<file path="config.mk">
export PLATFORM = sky130hd
export DESIGN_NAME = prio_vec_intc
export DESIGN_NICKNAME = d
export VERILOG_FILES = /design/src/rtl/pvic_pkg.sv /design/src/rtl/pvic_pending.sv /design/src/rtl/pvic_resolver.sv /design/src/rtl/pvic_ctrl.sv /design/src/rtl/prio_vec_intc.sv
export SDC_FILE = /design/constraint.sdc
export NUM_CORES = 1
export LEC_CHECK = 0
export CORE_ASPECT_RATIO = 0.6
export CORE_MARGIN = 5
export CORE_UTILIZATION = 25
export CTS_BUF_LIST = sky130_fd_sc_hd__clkbuf_8
export CTS_CLUSTER_DIAMETER = 40
export CTS_CLUSTER_SIZE = 20
export DETAILED_ROUTE_END_ITERATION = 6
export REMOVE_ABC_BUFFERS = 1
export SYNTH_ARGS = -nofsm -noshare
export SYNTH_HDL_FRONTEND = slang
export SYNTH_SLANG_ARGS = --single-unit
</file>
<file path="constraint.sdc">
create_clock -name clk -period 1.86 [get_ports clk]
set_clock_uncertainty 0.2 [all_clocks]
set_input_delay 0.279 -clock clk [delete_from_list [all_inputs] [get_ports clk]]
set_output_delay 0.279 -clock clk [all_outputs]
set_load 0.005 [all_outputs]
</file>
<file path="src/rtl/pvic_pkg.sv">
package pvic_pkg;
    typedef enum logic [1:0] {
        ST_IDLE    = 2'd0,
        ST_SIGNAL  = 2'd1,
        ST_SERVICE = 2'd2
    } pvic_state_e;
endpackage

</file>
<file path="src/rtl/pvic_pending.sv">
module pvic_pending #(
    parameter int NUM_LINES = 8
) (
    input  logic                 clk,
    input  logic                 rst_n,
    input  logic [NUM_LINES-1:0] req_i,
    input  logic [NUM_LINES-1:0] clr_i,
    output logic [NUM_LINES-1:0] pend_o
);
    logic [NUM_LINES-1:0] prev_q;
    logic [NUM_LINES-1:0] pend_q;
    logic [NUM_LINES-1:0] rise;

    assign rise = req_i & ~prev_q;

    // a new edge on a line wins over a clear of the same line
    always_ff @(posedge clk or negedge rst_n) begin
        if (!rst_n) begin
            prev_q <= '0;
            pend_q <= '0;
        end else begin
            prev_q <= req_i;
            pend_q <= (pend_q & ~clr_i) | rise;
        end
    end

    assign pend_o = pend_q;
endmodule

</file>
<file path="src/rtl/pvic_resolver.sv">
module pvic_resolver #(
    parameter int NUM_LINES = 8,
    localparam int VEC_W = (NUM_LINES > 1) ? $clog2(NUM_LINES) : 1
) (
    input  logic [NUM_LINES-1:0] elig_i,
    output logic                 any_o,
    output logic [VEC_W-1:0]     idx_o
);
    logic [NUM_LINES:0]   lower_any;
    logic [NUM_LINES-1:0] grant;

    assign lower_any[0] = 1'b0;

    for (genvar g = 0; g < NUM_LINES; g++) begin : g_chain
        assign grant[g]       = elig_i[g] & ~lower_any[g];
        assign lower_any[g+1] = lower_any[g] | elig_i[g];
    end

    assign any_o = lower_any[NUM_LINES];

    always_comb begin
        idx_o = '0;
        for (int i = 0; i < NUM_LINES; i++) begin
            if (grant[i]) idx_o = idx_o | VEC_W'(i);
        end
    end
endmodule

</file>
<file path="src/rtl/pvic_ctrl.sv">
module pvic_ctrl
    import pvic_pkg::*;
#(
    parameter int NUM_LINES = 8,
    localparam int VEC_W = (NUM_LINES > 1) ? $clog2(NUM_LINES) : 1
) (
    input  logic                 clk,
    input  logic                 rst_n,
    input  logic                 glob_en_i,
    input  logic                 any_i,
    input  logic [VEC_W-1:0]     idx_i,
    input  logic                 ack_i,
    input  logic                 eos_i,
    output logic                 irq_o,
    output logic [VEC_W-1:0]     vec_o,
    output logic                 in_service_o,
    output logic [NUM_LINES-1:0] clr_o
);
    pvic_state_e state_q, state_d;
    logic [VEC_W-1:0] hold_q;
    logic             do_raise;

    assign do_raise = (state_q == ST_IDLE) && glob_en_i && any_i;

    always_comb begin
        state_d = state_q;
        unique case (state_q)
            ST_IDLE:    if (glob_en_i && any_i) state_d = ST_SIGNAL;   // raise
            ST_SIGNAL:  if (ack_i)              state_d = ST_SERVICE;  // take
            ST_SERVICE: if (eos_i)              state_d = ST_IDLE;     // release
            default:                            state_d = ST_IDLE;
        endcase
    end

    always_ff @(posedge clk or negedge rst_n) begin
        if (!rst_n) begin
            state_q <= ST_IDLE;
            hold_q  <= '0;
        end else begin
            state_q <= state_d;
            if (do_raise) hold_q <= idx_i;
        end
    end

    always_comb begin
        irq_o        = 1'b0;
        vec_o        = '0;
        in_service_o = 1'b0;
        clr_o        = '0;
        unique case (state_q)
            ST_IDLE: ;
            ST_SIGNAL: begin
                irq_o = 1'b1;
                vec_o = hold_q;
                if (ack_i) clr_o = NUM_LINES'(1) << hold_q;
            end
            ST_SERVICE: begin
                vec_o        = hold_q;
                in_service_o = 1'b1;
            end
            default: ;
        endcase
    end
endmodule

</file>
<file path="src/rtl/prio_vec_intc.sv">
module prio_vec_intc #(
    parameter int NUM_LINES = 8,
    localparam int VEC_W = (NUM_LINES > 1) ? $clog2(NUM_LINES) : 1
) (
    input  logic                 clk,
    input  logic                 rst_n,
    input  logic [NUM_LINES-1:0] req_lines,
    input  logic                 cfg_wr,
    input  logic                 cfg_addr,
    input  logic [NUM_LINES-1:0] cfg_wdata,
    input  logic                 cpu_ack,
    input  logic                 cpu_eos,
    output logic                 cpu_irq,
    output logic [VEC_W-1:0]     vec_out
);
    logic                 glob_en;
    logic [NUM_LINES-1:0] mask_q;
    logic [NUM_LINES-1:0] pend;
    logic [NUM_LINES-1:0] clr;
    logic                 any_elig;
    logic [VEC_W-1:0]     win_idx;
    logic                 in_service;

    always_ff @(posedge clk or negedge rst_n) begin
        if (!rst_n) begin
            glob_en <= 1'b0;
            mask_q  <= '0;
        end else if (cfg_wr) begin
            if (cfg_addr) mask_q  <= cfg_wdata;
            else          glob_en <= cfg_wdata[0];
        end
    end

    pvic_pending #(.NUM_LINES(NUM_LINES)) u_pending (
        .clk    (clk),
        .rst_n  (rst_n),
        .req_i  (req_lines),
        .clr_i  (clr),
        .pend_o (pend)
    );

    pvic_resolver #(.NUM_LINES(NUM_LINES)) u_resolver (
        .elig_i (pend & ~mask_q),
        .any_o  (any_elig),
        .idx_o  (win_idx)
    );

    pvic_ctrl #(.NUM_LINES(NUM_LINES)) u_ctrl (
        .clk          (clk),
        .rst_n        (rst_n),
        .glob_en_i    (glob_en),
        .any_i        (any_elig),
        .idx_i        (win_idx),
        .ack_i        (cpu_ack),
        .eos_i        (cpu_eos),
        .irq_o        (cpu_irq),
        .vec_o        (vec_out),
        .in_service_o (in_service),
        .clr_o        (clr)
    );
endmodule

</file>
Yosys cells after proc, flatten, opt, wreduce, memory -nomap -nowiden

Index checks and enable logic that the tools add are counted.

Reduce and logical (&&, ||, !) cells: 8
Bitwise operators: 29
Shift-type cells: 1
Equality and inequality tests: 5
Muxes and demuxes: 15

Operators by type and width:

| kind                                                 | count |
|---|---|
| AND 8 bit                                            | 3 |
| inverter 8 bit                                       | 3 |
| 2-to-1 mux 8 bit                                     | 2 |
| 2-to-1 mux 3 bit                                     | 5 |
| 2-to-1 mux 2 bit                                     | 5 |
| inverter 1 bit                                       | 8 |
| bitwise OR 8 bit                                     | 1 |
| left shift 1 x 3 -> 8 bit (first input constant)     | 1 |
| AND 1 bit                                            | 7 |
| bitwise OR 1 bit                                     | 7 |
| != test 2 bit (second input constant)                | 3 |
| case mux 2 bit (3 select lines)                      | 1 |
| AND reduction 2 bit                                  | 2 |
| logical AND 1 bit                                    | 3 |
| AND reduction 3 bit                                  | 1 |
| equality test 2 x 1 -> 1 bit (second input constant) | 1 |
| equality test 2 bit (second input constant)          | 1 |
| zero test 2 bit                                      | 1 |
| 2-to-1 mux 1 bit                                     | 2 |
| OR reduction 2 bit                                   | 1 |

Flip-flop bits (word level): 30
Output and inout bits: 4

Longest topological paths before layout

Depth in word-level cells: 12
Depth in mapped cells: 6
Depth with buffers taken out: 6

Hierarchy

From an unflattened synthesis, not the netlist that was laid out.

Cell total of the unflattened synthesis: 120
Area, all modules: 1390.1 um2

Modules (own cells, without submodules):

| module        | cells each | area an instance (um2) | seq. area each (um2) | instances |
|---|---|---|---|---|
| pvic_pending  | 40         | 560.5                  | 400.4                | 1 |
| prio_vec_intc | 28         | 389.1                  | 225.2                | 1 |
| pvic_ctrl     | 38         | 357.8                  | 125.1                | 1 |
| pvic_resolver | 14         | 82.6                   | 0.0                  | 1 |

Worst setup path before layout

No wires, ideal clock.

Path type: register to register
Start point: register u_ctrl.state_q[1]
End point: register u_pending.pend_q[0], in the netlist u_pending.pend_o[0]
Cell stages (with the launch flop): 7
Path slack: 0.161 ns
Library setup time: 0.133 ns
Arrival time: 1.366 ns
Required time: 1.527 ns
Clock period less this slack: 1.699 ns
Path through: dfrtp_1 -> inv_1 -> ha_1 -> inv_1 -> or3_1 -> o31ai_1 -> o21ai_0

Cells in the longest elaborated chain, start to end: 5

Ends and longest elaborated chain:

| item                         | RTL line           | RTL |
|---|---|---|
| from (decl)                  | pvic_ctrl.sv:19    | `pvic_state_e state_q, state_d;` |
| from (signal assigned)       | pvic_ctrl.sv:40    | `state_q <= state_d;` |
| equality test 2 x 1 -> 1 bit | pvic_ctrl.sv:50    | `unique case (state_q)` |
| 2-to-1 mux 8 bit             | pvic_ctrl.sv:50    |  |
| inverter 8 bit               | pvic_pending.sv:23 | `pend_q <= (pend_q & ~clr_i) \| rise;` |
| AND 8 bit                    | pvic_pending.sv:23 |  |
| bitwise OR 8 bit             | pvic_pending.sv:23 |  |
| to (signal assigned)         | pvic_pending.sv:23 |  |
| to (decl)                    | pvic_pending.sv:11 | `logic [NUM_LINES-1:0] pend_q;` |

No other way between the ends.
A chain may end at the register's enable or synchronous reset.

Final worst setup path

Start point: register u_ctrl.state_q[0]
End point: output vec_out[1]

Cells in the longest elaborated chain, start to end: 3
Elaborated cells between the ends (all ways): 4
Classes of those cells: eq/ne (2); mux (1); reduce/logical (1)

Ends and longest elaborated chain:

| item                                                                | RTL line            | RTL |
|---|---|---|
| equality test 2 bit or equality test 2 x 1 -> 1 bit (tied branches) | --                  |  |
| OR reduction 2 bit (no line) (*)                                    | --                  |  |
| 2-to-1 mux 3 bit (*)                                                | pvic_ctrl.sv:50     |  |
| to (decl)                                                           | prio_vec_intc.sv:14 | `output logic [VEC_W-1:0] vec_out` |

Every way passes the cells marked *; elsewhere a longest branch is shown, timed or not.

==> key figures <==
Timing
  • RSZ-0062 raised after global routing: true
  • Final worst setup slack: 66.2 ps
  • Relative slew slack: around 75%
  • Tmin final: about 1800 ps
  • Setup tns final: 0 ps
  • F_max: around 560 MHz
  • Final hold violations: 0
  • Tcrit/Tclk final: 96.4%
  • Final setup viols: 0
  • Measured slew at the worst slew-check pin: between 300 and 400 ps
  • Final slew viol count: 0
  • Worst hold slack: ~200 ps

Critical path
  • Crit end category: output port
  • R2R cell count: 7
  • Crit. Startpoint: u_ctrl.state_q[0]
  • R2R setup slack: around 66 ps
  • Crit start category: register
  • Kind of critical path: reg2out
  • R2r startpoint: u_ctrl.state_q[0]
  • Crit path to: vec_out[1]
  • Worst-path fanout max: 3
  • CP Data Arrival Time: roughly 1300 ps
  • Reg2reg end: u_ctrl.state_q[1]
  • Crit path required time: ~1400 ps

Run status
  • Status: completed

Synth
  • Ys flop type: dfrtp_1
  • Avg Inst Size Synth: 11.4 µm²
  • EDFF count, synth: 0
  • Synthesis Warnings: 0
  • Cell count after synthesis: 121
  • Synthesized area: 0.00139 mm²
  • Post-synthesis sequential area ratio: between 50% and 60%
  • Unique cell type count in the Yosys netlist: 29
  • Asr flop ratio synth: 100%
  • Seq cells post-synth: 30

Place
  • Final HPWL DP: around 2200 µm
  • Placement Setup Slack: -61.5 ps
  • IO Port Bufs: 25
  • Placer Congestion: around 0.84
  • Placed cells: approximately 220

Drt
  • Avg WL per Cell: ~13 µm
  • Routed wire length: roughly 3000 µm
  • Drt first-iter violations: 26
  • 1st-pass router iterations: 4
  • Post-route DRC: 0
  • Vias per std cell: roughly 4.3
  • Antenna viol nets, final: 0
  • Via Count: just over 1000

Layout
  • Most common cell after layout, fill and taps aside: dfrtp_1
  • Ant. Diodes: 0
  • Fin cells: around 230
  • Fin util: a little over a third
  • Share of post-route cells with drive strength above 1: 23.8%
  • Layout area overhead: 39.8%
  • Nets: about 190
  • Commonest non-fill, non-tap cells in the layout: 30 x dfrtp_1, 21 x clkdlybuf4s50_1, 14 x o21ai_0, 11 x inv_1, 10 x mux2_2

CTS
  • CTS tree: done
  • CTS Sinks: 30
  • H-tree depth: 2
  • CTS Buffer Depth: 2
  • Clock-pin slew on the worst setup and hold paths: 70 ps
  • Hold_buf cts: 0
  • Clk root buf: clkbuf_8
  • Skew-Pair Late Insertion Delay: around 280 ps
  • CTS buffer count: 5

Floorplanning
  • Io pins: 26
  • Core area: 0.00547 mm²
  • Die Footprint: just over 0.007 mm²
  • Starting Density: between 20% and 30%
  • Placement row count: 21
  • Die Span Y: just under 70 µm
  • Chip width: roughly 110 µm

Global routing
  • GRT Overall Usage: under 10%
  • Vias in the first global route: roughly 1000
  • Grt total ovfl: 0
  • Initial antenna violation count: 0
  • Global-route wire length before repair: about 4900 µm
  • Largest net degree at the start of global routing: 31

Run
  • # Max-Cap Violations: 0

Worst hold path
  • Hold WC Path Type: in2async

Pwr
  • Total power divided by cell area: around 1200 mW/mm²
  • VDD IR-drop max: 0.343 mV
  • P_leak: roughly 0.00082 µW
[worst max-delay path, cell delays in order, from the launching register on]
cell	delay [ps]
dfrtp_1	400
inv_2	90
ha_4	200
and2_1	140
clkdlybuf4s15_1	200
[synth_stat cells (2+ instances only)]
master	count	area (µm²)
nor2_1	3	11.3
nand2b_1	5	31.3
ha_1	4	50.1
o211ai_1	2	15.0
o21ai_0	14	70.1
a21oi_1	3	15.0
and2_1	3	18.8
nor2b_1	8	50.1
mux2i_1	2	20.0
dfrtp_1	30	751
o31ai_1	2	15.0
mux2_1	2	22.5
nand2_1	5	18.8
mux2_2	10	113
inv_1	13	48.8
o2111ai_1	2	17.5
[kinds of logic after synthesis]
kind of cell | count (synthesis) | share of synthesized area (%)
simple gates | 32 | 14.5
flops | 30 | 54.2
buf+inv | 13 | 3.52
fa+ha+maj | 4 | 3.61
mux | 14 | 11.2
compound gates | 28 | 13.0
[timing repair]
action                     in CTS  in global routing
gates cloned                    0                  0
setup endpoints to repair       4                  9
pin swaps                       0                  1
resized for setup               7                  8
buffers inserted                1                  2
[area by class of cell]
type,instances,area [µm²]
multi-input cells,78,616
flip-flops and latches,30,751
inverters,13,48.8
repair buffers,35,340
clock inverters,2,12.5
fillers,556,3530
clock buffers,6,82.6
well taps,69,86.3
[flip-flops by register name, summed over array words and instances, names as in the netlist]
name / cells
mask_q: 8
u_pending.prev_q: 8
u_pending.pend_o: 8
u_ctrl.state_q: 2
glob_en: 1
u_ctrl.hold_q: 3
[stage by stage]
step | power [µW] | instance area, µm²
global route | 2430 | 1940
finish | 2270 | 1940
CTS | 2220 | 1900
global placement | 1660 | 1790
floorplan | 1320 | 1390
detailed placement | 1660 | 1790
[report_power, final]
group / switching (µW) / leakage [µW] / internal, µW / total, µW
clock network: 236 / 0.0000472 / 297 / 532
logic: 375 / 0.000436 / 473 / 848
registers: 110 / 0.000335 / 777 / 887
total: 721 / 0.000818 / 1550 / 2270
[routing by layer]
metal / track usage, % / share of wire, %
met1: 12.6 / 51
met4: 3.55 / 1.8
met2: 11.9 / 39
met5: 0 / 0
met3: 4.20 / 7.3
[worst min-delay path by stage]
stage,to,slack [ps]
2_1_floorplan,glob_en,-220
3_3_place_gp,u_pending.pend_o[1],200
3_5_place_dp,u_pending.pend_o[5],210
4_1_cts,u_pending.prev_q[6],210
5_1_grt,u_pending.pend_o[5],220
6_report,u_pending.prev_q[6],200
(Power assumes the default switching activity.)
